--- src/rtl/rfill_pkg.sv ---
package rfill_pkg;

    typedef enum logic [1:0] {
        ST_IDLE  = 2'd0,
        ST_READ  = 2'd1,
        ST_WRITE = 2'd2
    } rfill_state_e;

    localparam logic [1:0] OP_SET = 2'b00;
    localparam logic [1:0] OP_XOR = 2'b01;

    // The old pixel is needed unless this is a set that touches every plane.
    function automatic logic needs_old(input logic [1:0] op, input logic [7:0] msk);
        return (op != OP_SET) || (msk != 8'hFF);
    endfunction

endpackage

--- src/rtl/rfill_chunk.sv ---
module rfill_chunk #(
    parameter int XW = 10
) (
    input  logic [1:0]    addr_lo,
    input  logic [XW-1:0] left,
    input  logic [XW-1:0] wid,
    output logic          is_word,
    output logic [2:0]    step,
    output logic [3:0]    be
);
    always_comb begin
        is_word = (wid > XW'(3)) && (addr_lo == 2'b00) && (left >= XW'(4));
        step    = is_word ? 3'd4 : 3'd1;
        be      = is_word ? 4'b1111 : (4'b0001 << addr_lo);
    end
endmodule

--- src/rtl/rfill_lane_alu.sv ---
module rfill_lane_alu #(
    parameter int LANES = 4
) (
    input  logic [8*LANES-1:0] old_word,
    input  logic [7:0]         colour,
    input  logic [7:0]         msk,
    input  logic [1:0]         op,
    output logic [8*LANES-1:0] new_word
);
    for (genvar g = 0; g < LANES; g++) begin : g_lane
        logic [7:0] old_px;
        logic [7:0] new_px;
        assign old_px = old_word[8*g +: 8];
        always_comb begin
            unique case (op)
                rfill_pkg::OP_SET: new_px = (colour & msk) | (old_px & ~msk);
                rfill_pkg::OP_XOR: new_px = old_px ^ (colour & msk);
                default:           new_px = ~old_px;
            endcase
        end
        assign new_word[8*g +: 8] = new_px;
    end
endmodule

--- src/rtl/rfill_engine.sv ---
module rfill_engine #(
    parameter int          AW   = 16,
    parameter int          XW   = 10,
    parameter int          YW   = 10,
    parameter logic [AW-1:0] BASE = '0
) (
    input  logic          clk,
    input  logic          rst_n,
    input  logic          start,
    input  logic [XW-1:0] dst_x,
    input  logic [YW-1:0] dst_y,
    input  logic [XW-1:0] width,
    input  logic [YW-1:0] height,
    input  logic [7:0]    colour,
    input  logic [7:0]    plane_mask,
    input  logic [1:0]    op,
    input  logic [AW-1:0] stride,
    output logic          busy,
    output logic          done,
    output logic          mem_req,
    output logic          mem_we,
    output logic [AW-3:0] mem_addr,
    output logic [3:0]    mem_be,
    output logic [31:0]   mem_wdata,
    input  logic [31:0]   mem_rdata
);
    import rfill_pkg::*;

    localparam int LANES = 4;

    typedef struct packed {
        rfill_state_e  st;
        logic          done;
        logic [AW-1:0] addr;
        logic [AW-1:0] row;
        logic [AW-1:0] stride;
        logic [XW-1:0] left;
        logic [XW-1:0] wid;
        logic [YW-1:0] rows;
        logic [7:0]    col;
        logic [7:0]    msk;
        logic [1:0]    op;
    } ctx_t;

    ctx_t ctx_d, ctx_q;

    logic          is_word;
    logic [2:0]    step;
    logic [3:0]    be;
    logic [AW-1:0] first_addr;
    logic [31:0]   new_word;

    rfill_chunk #(.XW(XW)) u_chunk (
        .addr_lo (ctx_q.addr[1:0]),
        .left    (ctx_q.left),
        .wid     (ctx_q.wid),
        .is_word (is_word),
        .step    (step),
        .be      (be)
    );

    rfill_lane_alu #(.LANES(LANES)) u_alu (
        .old_word (mem_rdata),
        .colour   (ctx_q.col),
        .msk      (ctx_q.msk),
        .op       (ctx_q.op),
        .new_word (new_word)
    );

    assign first_addr = BASE + AW'(dst_y) * stride + AW'(dst_x);

    always_comb begin
        ctx_d = ctx_q;
        unique case (ctx_q.st)
            ST_IDLE: begin
                if (start) begin
                    if (width == '0 || height == '0) begin
                        ctx_d.done = 1'b1;
                    end else begin
                        ctx_d.done   = 1'b0;
                        ctx_d.addr   = first_addr;
                        ctx_d.row    = first_addr;
                        ctx_d.stride = stride;
                        ctx_d.left   = width;
                        ctx_d.wid    = width;
                        ctx_d.rows   = height;
                        ctx_d.col    = colour;
                        ctx_d.msk    = plane_mask;
                        ctx_d.op     = op;
                        ctx_d.st     = needs_old(op, plane_mask) ? ST_READ : ST_WRITE;
                    end
                end
            end
            ST_READ: ctx_d.st = ST_WRITE;
            ST_WRITE: begin
                ctx_d.st = needs_old(ctx_q.op, ctx_q.msk) ? ST_READ : ST_WRITE;
                if (ctx_q.left == XW'(step)) begin
                    if (ctx_q.rows == YW'(1)) begin
                        ctx_d.st   = ST_IDLE;
                        ctx_d.done = 1'b1;
                    end else begin
                        ctx_d.row  = ctx_q.row + ctx_q.stride;
                        ctx_d.addr = ctx_q.row + ctx_q.stride;
                        ctx_d.left = ctx_q.wid;
                        ctx_d.rows = ctx_q.rows - YW'(1);
                    end
                end else begin
                    ctx_d.addr = ctx_q.addr + AW'(step);
                    ctx_d.left = ctx_q.left - XW'(step);
                end
            end
            default: ctx_d.st = ST_IDLE;
        endcase
    end

    always_ff @(posedge clk) begin
        if (!rst_n) begin
            ctx_q      <= '0;
            ctx_q.st   <= ST_IDLE;
        end else begin
            ctx_q <= ctx_d;
        end
    end

    assign busy      = (ctx_q.st != ST_IDLE);
    assign done      = ctx_q.done;
    assign mem_req   = busy;
    assign mem_we    = (ctx_q.st == ST_WRITE);
    assign mem_addr  = ctx_q.addr[AW-1:2];
    assign mem_be    = be;
    assign mem_wdata = new_word;


    be_shape_chk: assert property (@(posedge clk) disable iff (!rst_n)
        mem_req |-> (mem_be == 4'b1111) || $onehot(mem_be));


    word_width_chk: assert property (@(posedge clk) disable iff (!rst_n)
        (mem_req && mem_be == 4'b1111) |-> (ctx_q.wid > XW'(3)));


    blind_set_chk: assert property (@(posedge clk) disable iff (!rst_n)
        (busy && ctx_q.op == OP_SET && ctx_q.msk == 8'hFF) |-> mem_we);


    rmw_pair_chk: assert property (@(posedge clk) disable iff (!rst_n)
        (mem_req && !mem_we) |=> (mem_req && mem_we && $stable(mem_addr) && $stable(mem_be)));


    empty_start_chk: assert property (@(posedge clk) disable iff (!rst_n)
        (start && !busy && (width == '0 || height == '0)) |=> (done && !mem_req));


    done_quiet_chk: assert property (@(posedge clk) disable iff (!rst_n)
        done |-> !mem_req);


    busy_start_chk: assert property (@(posedge clk) disable iff (!rst_n)
        (busy && start) |=> ($stable(ctx_q.col) && $stable(ctx_q.stride) && $stable(ctx_q.op)));

endmodule

--- config.mk ---
export PLATFORM = sky130hd
export DESIGN_NAME = rfill_engine
export DESIGN_NICKNAME = d
export VERILOG_FILES = /design/src/rtl/rfill_pkg.sv /design/src/rtl/rfill_chunk.sv /design/src/rtl/rfill_lane_alu.sv /design/src/rtl/rfill_engine.sv
export SDC_FILE = /design/constraint.sdc
export NUM_CORES = 1
export LEC_CHECK = 0
export BUFFER_PORTS_ARGS = -buffer_cell sky130_fd_sc_hd__buf_2
export CORE_MARGIN = 4
export CORE_UTILIZATION = 49
export CTS_BUF_LIST = sky130_fd_sc_hd__clkbuf_16
export CTS_CLUSTER_SIZE = 20
export DETAILED_ROUTE_END_ITERATION = 8
export PLACE_DENSITY = 0.73
export RECOVER_POWER = 25
export SYNTH_ARGS = -nofsm -noshare
export SYNTH_HDL_FRONTEND = slang
export SYNTH_SLANG_ARGS = --single-unit
--- constraint.sdc ---
create_clock -name clk -period 5.8 [get_ports clk]
set_input_delay 0.87 -clock clk [delete_from_list [all_inputs] [get_ports clk]]
set_output_delay 0.87 -clock clk [all_outputs]
set_load 0.02 [all_outputs]
# Word-level counts from Yosys, hierarchy flattened
# Cells that the tools add are included.
op_classes:
  magnitude_cmp: 2
  bitwise_logic: 19
  multipliers: 1
  n_addsub: 5
  n_mux: 25
  n_reduce_logical: 19
  n_eq_ne: 13
  shift: 1
op_table:
  columns: ["cell", "n"]
  rows:
  - ["2-to-1 mux 99 bit", 1]
  - ["2-to-1 mux 96 bit", 1]
  - ["case mux 33 bit (2 select lines)", 1]
  - ["case mux 8 bit (2 select lines)", 4]
  - ["bitwise AND 8 bit", 5]
  - ["2-to-1 mux 10 bit", 4]
  - ["NOT 8 bit", 5]
  - ["case mux 10 bit (2 select lines)", 2]
  - ["2-to-1 mux 16 bit", 2]
  - ["2-to-1 mux 32 bit", 1]
  - ["bitwise OR 8 bit", 4]
  - ["XOR 8 bit", 4]
  - ["zero test 10 bit", 2]
  - ["adder 16 x 10 -> 16 bit", 1]
  - ["adder 16 bit", 1]
  - ["adder 16 x 3 -> 16 bit", 1]
  - ["multiplier 10 x 16 -> 16 bit", 1]
  - ["inequality test 8 bit (second input constant)", 2]
  - ["== test 10 x 1 -> 1 bit (second input constant)", 1]
  - ["== test 10 x 3 -> 1 bit", 1]
  - [">= comparator 10 x 3 -> 1 bit (second input constant)", 1]
  - ["greater-than comparator 10 x 2 -> 1 bit (second input constant)", 1]
  - ["subtractor 10 x 1 -> 10 bit (second input constant)", 1]
  - ["subtractor 10 x 3 -> 10 bit", 1]
  - ["other kinds (20)", 37]
word_totals:
  output_inout_bits: 54
  register_bits: 99

# Depth between registers and ports, before layout
depth:
  ltp_word: 7
  depth_mapped: 21
  depth_no_buf: 20

# Hierarchy
# From an unflattened synthesis, not the netlist that was laid out.
hier_totals:
  cells_unflattened: 1339
  hier_area_um2: 10387.5
modules_own_cells:
  columns: ["module", "cells_each", "seq_area_each_um2", "instances", "area_each_um2"]
  rows:
  - ["rfill_engine", 1187, 1981.9, 1, 9371.5]
  - ["rfill_lane_alu", 134, 0.0, 1, 917.1]
  - ["rfill_chunk", 18, 0.0, 1, 98.8]

# Worst setup path before layout
# No wires, ideal clock.
synth_path:
  path_kind: "input port to flip-flop"
  start: "in dst_y[1]"
  end: "reg ctx_q[78] in the netlist's numbering"
  setup_slack_ns: 0.007
  t_arrival_ns: 5.719
  t_required_ns: 5.726
  stages: 20
  setup_ns: 0.074
  cell_sequence: "clkbuf_1 -> nand2_1 -> fa_1 -> inv_1 -> fa_1 -> inv_1 -> fa_1 -> inv_1 -> fa_1 -> inv_1 -> fa_1 -> inv_1 -> ha_1 -> or3_1 -> a21oi_1 -> o21ai_0 -> a21o_1 -> a21oi_1 -> mux2_2 -> a31oi_1"
synth_between:
  elab_chain_cells: 5
synth_rtl:
  columns: ["element", "line", "source"]
  rows:
  - ["start, declared", "rfill_engine.sv:11", "input logic [YW-1:0] dst_y,"]
  - ["multiplier 10 x 16 -> 16 bit", "rfill_engine.sv:70", "assign first_addr = BASE + AW'(dst_y) * stride + AW'(dst_x);"]
  - ["adder 16 x 10 -> 16 bit", "rfill_engine.sv:70", null]
  - ["2-to-1 mux 96 bit", "rfill_engine.sv:77", "if (width == '0 || height == '0) begin"]
  - ["2-to-1 mux 99 bit", "rfill_engine.sv:76", "if (start) begin"]
  - ["case mux 33 bit (2 select lines)", "rfill_engine.sv:74", "unique case (ctx_q.st)"]
  - ["end signal, assigned", "rfill_engine.sv:121", "ctx_q <= ctx_d;"]
  - ["end, declared", "rfill_engine.sv:45", "ctx_t ctx_d, ctx_q;"]
# Every way passes these cells. The select of a mux whose other input is x is not followed.
# A chain may end at the register's enable or synchronous reset.

# Worst setup path after layout
layout_path:
  start: "in dst_y[1]"
  end: "reg ctx_q (netlist bit mem_addr[13])"
# The elaborated chain is that of the path after synthesis.

==> impl_metrics.toml <==
[status]
status = "complete, but fails checks"
violations = "capacitance limit, slew limit"

[setup_path]
r2r_slack_ns = 1.72
rr_worst_depth = 12
worstReg2RegStart = "ctx_q[42]$_SDFFE_PN0P_"
start_kind = "input pin"
worst_path_largest_cell_delay_ns = 0.53
cp_max_fo = 3
cp_num_buf_inv = 6
worst_setup_path_end_kind = "flip-flop"
slowest_stage = "fa_1"
critical_path_depth = 21
critPathLaunch = "dst_y[1]"
worstReg2RegEnd = "mem_addr[10]$_SDFFE_PN0P_"
crit_arrival_ns = 5.77
crit_family = "adder cells"
path_cells = "buf_2 > nand2_1 > fa_1 > inv_1 > fa_1 > inv_1 > fa_1 > inv_1 > fa_1 > inv_1 > fa_1 > inv_1 > ha_1 > or3_1 > a2bb2oi_1 > nand2_1 > o221ai_1 > a31oi_1 > xnor2_1 > nand4_1 > o211ai_1"
cp.required_ns = 6.09
path_class = "input pin to flip-flop"

[clocking]
clk_latency_ns = 0.37
htreeDepth = 3
clock_sinks = 99
clockBufferDepth = 2
cts_hold_buf = 0
cts_buffers = 9
cts-resized-gates = 0
ctsRootBufferMaster = "clkbuf_16"
clk_pin_slew_ns = 0.07
cts_tree = "done"
cts_setup_buffers = 0

[drt]
first_pass_iters = 5
viasPerCell = 5.82
vias = 10100
drc_errors = 0
ant_nets = 0
routed_wl_um = 29700
wire_per_inst_um = 17.2
drtIter0Drc = 740

[placement]
port_buffers = 162
gp_congestion = 0.918
placed_cell_area_mm2 = 0.0113
placedCellCount = 1713
dp_hpwl_um = 22600

[logic_synthesis]
ys_seq_area_share_pct = 19.1
synth_xor_area_share_pct = 4.72
synth_compound_area_share_pct = 21.4
synth_adder_area_share_pct = 23.4
syn_area_mm2 = 0.0104
synthArstFlopShare_pct = 0
yosysUniqueCellTypes = 70
dominantRegCellSynth = "dfxtp_1"
synth_edf_count = 0
yosys.area_share.simple_pct = 21.9
ys_warn_count = 0
syn_avg_cell_area_um2 = 7.74
synth_top_family_by_area = "adder cells"
postSynthCellCount = 1343
synth_nets = 1598
ys_seq_elements = 99
synthMuxAreaShare_pct = 0.397

[layout]
final_area_mm2 = 0.0116
syn_to_final_growth_pct = 11.2
fin_nets = 1704
instances_no_fill = 1729
fillCellCount = 2030
diodes = 0
drive_gt1_share_pct = 16.0

[global_routing]
grt_pass1_vias = 9795
grt_max_degree = 61
grt_pass1_wl_um = 48700
antenna_found_initial = 0
grt_use_total_pct = 24.8
grt_overflow = 0

[job]
maxCapViolations = 1

[die]
ios = 163
die_x_um = 154
dieArea_mm2 = 0.0236
fp.dieH_um = 154
core_mm2 = 0.0210
start_util_pct = 49.6
rows = 53

[timing]
setup_viol = 0
fin_hold_ws_ns = 0.459
finalCritPeriodShare_pct = 94.5
fin_skew_ns = 0.00796
drv_slew = 45
setup_tns_ns = 0
hold_viol_final = 0
worst_pin_slew_ns = 2.06
rsz0062_at_grt = "no"
fmax_mhz = 182
fin_crit_ns = 5.48
slew_headroom_pct = -37.2

[min_path]
hold_path.class = "flip-flop to flip-flop"
hold_path_end = "ctx_q[29]$_SDFFE_PN0P_"
min_path_cells = 2
hp-start = "ctx_q[29]$_SDFFE_PN0P_"

[power_and_ir_drop]
ir_worst_vdd_mv = 0.263
power_density_mw_per_mm2 = 359
total_leakage_power_nw = 5.16
finalPower_mw = 4.15
-- worst max-delay path by stage --
stage | endpoint | slack (ns)
global placement | mem_addr[13]$_SDFFE_PN0P_ | 0.06
detailed placement | mem_addr[13]$_SDFFE_PN0P_ | -0.005
finish | mem_addr[13]$_SDFFE_PN0P_ | 0.32
global route | ctx_q[79]$_SDFFE_PN0P_ | 0.05
CTS | mem_addr[13]$_SDFFE_PN0P_ | 0.35
floorplan | ctx_q[78]$_SDFFE_PN0P_ | 0.007
-- state kept, by name, indices dropped and copies added (netlist names) --
name      flops
done          1
mem_addr     14
ctx_q        84
-- synthesized netlist by cell type, drive strengths merged, types with 10 or more instances --
library cell  count  area (µm²)
nand2           230         866
inv             139         522
dfxtp            99        1980
a21oi            86         430
fa               80        1600
nor2             72         287
ha               66         826
o21ai            61         309
and2             60         375
clkbuf           58         218
nor3             55         275
a221oi           43         377
xnor2            37         324
a31o             34         298
buf              30         209
xor2             19         166
a21boi           16         131
a31oi            13        81.3
nand3            12        60.1
nor4             11        83.8
a211oi           10        90.1
o211ai           10        75.1
-- layer usage --
layer | wire length [µm] | track usage, % | vias up
met5 | 0 | 0 | -
met4 | 597 | 6.35 | 0
met3 | 2000 | 4.45 | 50
met2 | 14700 | 43.0 | 387
met1 | 12400 | 32.1 | 4827
li1 | - | - | 4802
-- report_power, final --
group	internal [mW]	total [mW]	switching, mW
registers	0.770	0.866	0.0957
clock network	0.304	0.618	0.314
logic	1.14	2.67	1.53
total	2.21	4.15	1.94
-- stage by stage --
step                      setup slack [ns]  utilization (%)
after floorplan                    0.00653                -
after global placement              0.0632             53.9
after detailed placement          -0.00469             53.9
after CTS                            0.350             55.3
after global routing                0.0456             55.1
final                                0.320             55.1
-- kinds of logic (layout without fill, tap and decap cells) --
logic type | Yosys count | count (layout)
compound gates | 324 | 324
xor+xnor | 56 | 56
fa+ha+maj | 146 | 146
buf+inv | 227 | 338
flops | 99 | 99
mux | 4 | 4
simple gates | 487 | 487
-- cell type report --
class / instances / area [µm²] / area share (%)
clock buffer: 9 / 225 / 1.95
timing repair buffer: 183 / 941 / 8.14
sequential: 99 / 1980 / 17.2
inverter: 139 / 522 / 4.51
multi-input combinational: 1017 / 7470 / 64.7
clock inverter: 7 / 66.3 / 0.574
tap: 275 / 344 / 2.98
-- placed cells by master (no fill, tap or decap), types with 4 or more instances in the layout --
cell type  count
xor2_1        19
nor2b_1        5
ha_1          66
buf_4         20
clkbuf_16      9
nand4_1        8
buf_2        143
a21oi_1       86
nor4b_1        4
a31oi_1       13
a31o_2        34
nand3_1       12
a211oi_1       7
nor3_1        55
a21boi_0      15
nand2_1      229
o221ai_1       4
and2_1        60
a21o_1         8
clkbuf_1      20
or3_1          6
nand2b_1       4
dfxtp_1       98
o21ai_0       60
inv_1        137
o211ai_1      10
nor4_1        10
fa_1          80
nor2_1        69
a22oi_1        9
xnor2_1       37
a221oi_1      43
-- worst reg2reg max path, delay by kind of cell, from the launching register on --
family / cells / cell delay [ns]
compound gates: 4 / 1.09
fa+ha+maj: 1 / 0.29
buf+inv: 2 / 0.61
flops: 1 / 0.36
simple gates: 5 / 1.63
Note: power is estimated with default switching activity, not from simulation.
